===== src/rtl/uniShiftPkg.sv =====
package uniShiftPkg;

  // Function select codes (a trailing x means don't-care)
  localparam logic [2:0] FN_SHR  = 3'b010;
  localparam logic [2:0] FN_ROTR = 3'b011;
  localparam logic [2:0] FN_SHL  = 3'b100;
  localparam logic [2:0] FN_ROTL = 3'b101;

  // One strobe per datapath action; exactly one is set each cycle
  typedef struct packed {
    logic load;
    logic shiftDn;
    logic rotDn;
    logic shiftUp;
    logic rotUp;
    logic fill;
    logic hold;
  } stepCtl_t;

endpackage


===== src/rtl/uniShiftCtrl.sv =====
module uniShiftCtrl
  import uniShiftPkg::*;
(
  input  logic       enable,
  input  logic [2:0] func,
  output stepCtl_t   stp
);

  always_comb begin
    stp = '0;
    if (!enable) begin
      stp.hold = 1'b1;
    end else begin
      casez (func)
        3'b00?:  stp.load    = 1'b1;
        FN_SHR:  stp.shiftDn = 1'b1;
        FN_ROTR: stp.rotDn   = 1'b1;
        FN_SHL:  stp.shiftUp = 1'b1;
        FN_ROTL: stp.rotUp   = 1'b1;
        3'b11?:  stp.fill    = 1'b1;
        default: stp.hold    = 1'b1;
      endcase
    end
  end

endmodule


===== src/rtl/uniShiftPath.sv =====
module uniShiftPath
  import uniShiftPkg::*;
#(
  parameter int WIDTH = 4
) (
  input  logic             clk,
  input  logic             reset,
  input  stepCtl_t         stp,
  input  logic [WIDTH-1:0] par,
  output logic [WIDTH-1:0] qOut
);

  localparam int TOP = WIDTH - 1;

  logic [WIDTH-1:0] qReg;
  logic [WIDTH-1:0] nextQ;

  logic moveDn;
  logic moveUp;
  assign moveDn = stp.shiftDn | stp.rotDn;
  assign moveUp = stp.shiftUp | stp.rotUp;

  for (genvar i = 0; i < WIDTH; i++) begin : g_bit
    logic fromLow;
    logic fromHigh;
    if (i == 0) begin : g_low_end
      assign fromLow = stp.rotUp & qReg[TOP];
    end else begin : g_low_mid
      assign fromLow = qReg[i-1];
    end
    if (i == TOP) begin : g_high_end
      assign fromHigh = stp.rotDn & qReg[0];
    end else begin : g_high_mid
      assign fromHigh = qReg[i+1];
    end
    assign nextQ[i] = (stp.load & par[i])
                    | (moveDn & fromHigh)
                    | (moveUp & fromLow)
                    | stp.fill
                    | (stp.hold & qReg[i]);
  end

  always_ff @(posedge clk or posedge reset) begin
    if (reset) qReg <= '0;
    else       qReg <= nextQ;
  end

  assign qOut = qReg;

  // the hold strobe from control leaves the stored word untouched
  p_hold_strobe_r8: assert property (@(posedge clk) disable iff (reset)
    stp.hold |=> qReg == $past(qReg));

endmodule


===== src/rtl/uniShiftReg.sv =====
module uniShiftReg
  import uniShiftPkg::*;
#(
  parameter int WIDTH = 4
) (
  input  logic             clk,
  input  logic             reset,
  input  logic             enable,
  input  logic [2:0]       func,
  input  logic [WIDTH-1:0] par,
  output logic [WIDTH-1:0] q
);

  localparam int TOP = WIDTH - 1;

  stepCtl_t stp;

  uniShiftCtrl u_ctrl (
    .enable (enable),
    .func   (func),
    .stp    (stp)
  );

  uniShiftPath #(.WIDTH(WIDTH)) u_path (
    .clk   (clk),
    .reset (reset),
    .stp   (stp),
    .par   (par),
    .qOut  (q)
  );

  p_reset_r1: assert property (@(posedge clk)
    reset |-> q == '0);

  p_load_r2: assert property (@(posedge clk) disable iff (reset)
    (enable && func[2:1] == 2'b00) |=> q == $past(par));

  p_shr_r3: assert property (@(posedge clk) disable iff (reset)
    (enable && func == 3'b010) |=> q == {1'b0, $past(q[TOP:1])});

  p_rotr_r4: assert property (@(posedge clk) disable iff (reset)
    (enable && func == 3'b011) |=> q == {$past(q[0]), $past(q[TOP:1])});

  p_shl_r5: assert property (@(posedge clk) disable iff (reset)
    (enable && func == 3'b100) |=> q == {$past(q[TOP-1:0]), 1'b0});

  p_rotl_r6: assert property (@(posedge clk) disable iff (reset)
    (enable && func == 3'b101) |=> q == {$past(q[TOP-1:0]), $past(q[TOP])});

  p_ones_r7: assert property (@(posedge clk) disable iff (reset)
    (enable && func[2:1] == 2'b11) |=> q == '1);

  p_hold_r8: assert property (@(posedge clk) disable iff (reset)
    !enable |=> q == $past(q));

endmodule


===== config.mk =====
export PLATFORM = sky130hd
export DESIGN_NAME = uniShiftReg
export DESIGN_NICKNAME = d
export VERILOG_FILES = /design/src/rtl/uniShiftPkg.sv /design/src/rtl/uniShiftCtrl.sv /design/src/rtl/uniShiftPath.sv /design/src/rtl/uniShiftReg.sv
export SDC_FILE = /design/constraint.sdc
export NUM_CORES = 1
export LEC_CHECK = 0
export ABC_AREA = 1
export BUFFER_PORTS_ARGS = -buffer_cell sky130_fd_sc_hd__buf_2
export CAP_MARGIN = 20
export CORE_AREA = 10 10 47 49
export CTS_CLUSTER_DIAMETER = 150
export DETAILED_ROUTE_END_ITERATION = 12
export DIE_AREA = 0 0 57 59
export GPL_TIMING_DRIVEN = 0
export PLACE_DENSITY_LB_ADDON = 0.2
export SETUP_SLACK_MARGIN = 0.5
export SLEW_MARGIN = 20
export SYNTH_ARGS = -nofsm -noshare
export SYNTH_HDL_FRONTEND = slang
export SYNTH_SLANG_ARGS = --single-unit

===== constraint.sdc =====
create_clock -name clk -period 0.91 [get_ports clk]
set_input_delay 0 -clock clk [delete_from_list [all_inputs] [get_ports clk]]
set_output_delay 0 -clock clk [all_outputs]
set_load 0.02 [all_outputs]

Word level (Yosys, flattened, before mapping)

Index checks and enable logic that the tools add are counted.

Register bits after elaboration: 4
Word-level logic and storage cells: 51

Reduce and logical (&&, ||, !) cells: 1
Muxes and demuxes: 8
Bitwise gates (word level): 36
Eq/ne operators: 5

Operator list:

| kind                                           | number |
|---|---|
| bitwise AND 1 bit                              | 18 |
| OR 1 bit                                       | 18 |
| 2-to-1 mux 1 bit                               | 7 |
| == test 3 x 2 -> 1 bit (second input constant) | 2 |
| == test 3 bit (second input constant)          | 2 |
| 2-to-1 mux 6 bit                               | 1 |
| == test 2 bit (second input constant)          | 1 |
| logical NOT 2 bit                              | 1 |

Longest topological paths before layout

Depth after elaboration: 9
Depth in mapped cells: 5
Mapped depth without buffers: 5

Cells and area by module

A second synthesis with hierarchy kept.

Cell total of the unflattened synthesis: 50
Area, all modules: 292.8 µm²

By module, submodules not included:

| module       | cells an instance | sequential area each (µm²) | area an instance (µm²) | times used |
|---|---|---|---|---|
| uniShiftPath | 34                | 100.1                      | 232.7                  | 1 |
| uniShiftCtrl | 16                | 0.0                        | 60.1                   | 1 |

Worst setup path after synthesis

Ideal clock, no wire load.

Kind: reg-to-reg
Start: register u_path.qReg[3], in the netlist u_path.qOut[3]
End: register u_path.qReg[0], in the netlist u_path.qOut[0]
Data arrival time: 746 ps
Setup slack: 45 ps
Cell stages (with the launch flop): 5
Required time: 791 ps
Setup time: 119 ps
Path through: dfrtp_1 -> nand2_1 -> nand2_1 -> a21oi_1 -> nand2_1

Word-level cells in the longest chain between the ends: 5

RTL lines:

| what                   | line               | source |
|---|---|---|
| from (decl)            | uniShiftPath.sv:15 | `logic [WIDTH-1:0] qReg;` |
| from (signal assigned) | uniShiftPath.sv:45 | `else qReg <= nextQ;` |
| bitwise AND 1 bit      | uniShiftPath.sv:27 | `assign fromLow = stp.rotUp & qReg[TOP];` |
| bitwise AND 1 bit      | uniShiftPath.sv:38 | `\| (moveUp & fromLow)` |
| OR 1 bit               | uniShiftPath.sv:38 |  |
| OR 1 bit               | uniShiftPath.sv:39 | `\| stp.fill` |
| OR 1 bit               | uniShiftPath.sv:40 | `\| (stp.hold & qReg[i]);` |
| via u_path.nextQ[0]    | uniShiftPath.sv:16 | `logic [WIDTH-1:0] nextQ;` |

The timed path passes the listed nets, and every way through them passes these cells.

Worst setup path after layout

Start: register u_path.qReg[0], in the netlist u_path.qOut[0]
End: register u_path.qReg[1], in the netlist u_path.qOut[1]

Word-level cells in the longest chain between the ends: 4

RTL lines:

| what                | line |
|---|---|
| bitwise AND 1 bit   | uniShiftPath.sv:38 |
| OR 1 bit            | uniShiftPath.sv:38 |
| OR 1 bit            | uniShiftPath.sv:39 |
| OR 1 bit            | uniShiftPath.sv:40 |
| via u_path.nextQ[1] | uniShiftPath.sv:16 |

The timed path passes the listed nets, and every way through them passes these cells.

==> results_dict.tcl <==
set metrics [dict create \
    timing.final.ws_setup_ps 66.3 \
    timing.hold.ws_ps 34.2 \
    place_congestion 0.700 \
    net-switching-power_uw 206 \
    drive_gt1_share_pct 37.9 \
    startpoint_type "register" \
    chipWidth_um 57 \
    synth-seq-cells 4 \
    combPwrFrac_pct 30.9 \
    rr_worst_depth 4 \
    tns_ps 0 \
    ios 14 \
    synth_ff_type "dfrtp_1" \
    cts_buffers 3 \
    top_layer_used "met4" \
    syn_area_per_cell_sq_um 6.05 \
    seq_area_sq_um 105 \
    outcome "finished, final reports clean" \
    synth_area_leaders "dfrtp_1 (34%), nor2_1 (16%), inv_1 (13%)" \
    dr_total_vias 325 \
    yosysMostFrequentCell "nor2_1" \
    start_util_pct 21.2 \
    r2r-start "u_path.qOut[0]$_DFF_PP0_" \
    worstSkewPairLatency_ps 230 \
    rsz0062_at_grt "true" \
    core_area_sq_um 1400 \
    io_buffer_count 13 \
    synth.distinct_cells 10 \
    pre_cts_slack_ps 70.7 \
    grt_pass1_wl_um 1320 \
    finalCritPeriodShare_pct 92.7 \
    worstPathMaxFanout 4 \
    synth_cells 49 \
    pwr-share-clk_pct 32.0 \
    path_class "register to register" \
    yosysSeqAreaShare_pct 33.8 \
    via_per_inst 3.96 \
    synthArstFlopShare_pct 100 \
    slew_violations 0 \
    cp.required_ps 1010 \
    r2r_slack_ps 70 \
    ant_nets 0 \
    dieArea_sq_um 3360 \
    yosysWarnings 0 \
    synth_common_cells "nor2_1 (13), inv_1 (10), nand2_1 (9)" \
    firstDrtPassIters 4 \
    switching_share_pct 31.6 \
    fillerInstances 167 \
    p_seq_share_pct 37.0 \
    max-slew-margin-rel_pct 87.3 \
    wl_met3_um 58 \
    fin_skew_ps 0.330 \
    synth_nets 59 \
    powerDensity_nw_per_um2 1500 \
    nNetsFinal 78 \
    syn2layout_area_growth_pct 47.3 \
    critPathCaptureType "register" \
    grt_pass1_vias 339 \
    min_from "par[2]" \
    grt_max_degree 11 \
    cts_buffer_depth 2 \
    setup_violations 0 \
    dr_wl_met2_um 359 \
    diodes 0 \
    routed_wirelength_um 841 \
    hold_end "u_path.qOut[2]$_DFF_PP0_" \
    postCtsSetupBuffers 0 \
    hold_viol 0 \
    post-dp-hpwl_um 683 \
    reg2reg_to "u_path.qOut[1]$_DFF_PP0_" \
    hold_class "input pin to register" \
    cts.sinks 4 \
    multi_input_area_sq_um 150 \
    cts.clk_slew.worst_paths_ps 30 \
    yosysTopAreaCell "dfrtp_1" \
    root_buffer "clkbuf_4" \
    fmax_ghz 1.19 \
    syn_area_sq_um 297 \
    min_path_cells 3 \
    die_h_um 59 \
    track_usage_pct 5.02 \
    synth_top_area_share_pct 33.8 \
    ir_drop_mv 0.605 \
    cts_tree "built" \
    cts_max_level 1 \
    antenna_found_initial 0 \
    p_int_uw 447 \
    wl_per_cell_um 10.3 \
    p_leak_uw 0.000245 \
    num_rows 14 \
    worstMarginPinSlew_ps 191 \
    grt_overflow 0 \
    maxCapViolCount 0 \
    arrival_ps 950 \
    drt-initial-drc-count 4 \
    largest_register_ff_count 4 \
    synth-edff-count 0 \
    wl_met1_um 414 \
    fin_crit_ps 844 \
    drc 0 \
]
## power by group through the flow
| stage | sequential [uW] | combinational [uW] | clock [uW] |
|---|---|---|---|
| after global placement | 240 | 183 | 0 |
| after CTS | 241 | 201 | 225 |
| after detailed placement | 240 | 183 | 0 |
| after floorplan | 267 | 78.6 | 0 |
| after global routing | 246 | 222 | 238 |
| final | 242 | 202 | 209 |
## critical path: stages (launching register included)
cell	delay, ps
dfrtp_2	410
nor2_1	90
nor2_1	50
nor2_1	90
nand3_1	80
## through the flow
stage          cell area (sq um)  instances  util, %  total power [uW]
2_1_floorplan                302         49        -               345
3_3_place_gp                 387         78     27.6               422
6_report                     437         82     31.2               653
4_1_cts                      432         82     30.8               667
3_5_place_dp                 387         78     27.6               423
5_1_grt                      437         82     31.2               707
## cell type report
type / instances / share of cell area, %
flip-flops and latches: 4 / 24.1
clock buffers: 3 / 5.16
multi-input cells: 34 / 34.4
plain buffers: 1 / 2.58
inverters: 10 / 8.60
well taps: 16 / 4.58
repair buffers: 14 / 20.6
## cell families after synthesis
kind of cell	count (synthesis)	synth area share [%]
AO/OA/AOI/OAI	1	1.69
buffers and inverters	11	16.5
flip-flops	4	33.8
AND/OR/NAND/NOR	33	48.1
## placed cells by master (no fill, tap or decap)
master,netlist,final
dlygate4sd3_1,0,1
nand3_1,7,7
clkbuf_4,0,3
nor2_1,13,12
inv_1,10,10
nor2_2,2,3
buf_4,0,1
dfrtp_2,0,4
nand2_2,1,1
nand4_1,1,1
nand2_1,9,9
buf_2,0,10
buf_6,1,3
a21oi_1,1,1
## timing repair
action | CTS | global route
hold endpoints to repair | 4 | 0
endpoints found under the setup margin | 8 | 8
hold buffers | 1 | 0
resized for setup | 4 | 2
pin swaps | 1 | 0
## worst max path at each step
stage	from	end	slack (ps)	cells past startpoint
after floorplan	u_path.qOut[0]$_DFF_PP0_	u_path.qOut[1]$_DFF_PP0_	80	4
after global placement	u_path.qOut[0]$_DFF_PP0_	u_path.qOut[1]$_DFF_PP0_	60	4
after detailed placement	u_path.qOut[0]$_DFF_PP0_	u_path.qOut[1]$_DFF_PP0_	70	4
after CTS	u_path.qOut[1]$_DFF_PP0_	u_path.qOut[2]$_DFF_PP0_	70	4
after global routing	u_path.qOut[0]$_DFF_PP0_	u_path.qOut[1]$_DFF_PP0_	20	4
final	u_path.qOut[0]$_DFF_PP0_	u_path.qOut[1]$_DFF_PP0_	70	4
## layer usage
| layer | global-route usage [%] | vias up |
|---|---|---|
| met2 | 6.20 | 9 |
| met1 | 6.09 | 133 |
| met5 | 0 | - |
| met4 | 5.03 | 0 |
| li1 | - | 181 |
| met3 | 2.15 | 2 |
Note: power is estimated with default switching activity, not from simulation.
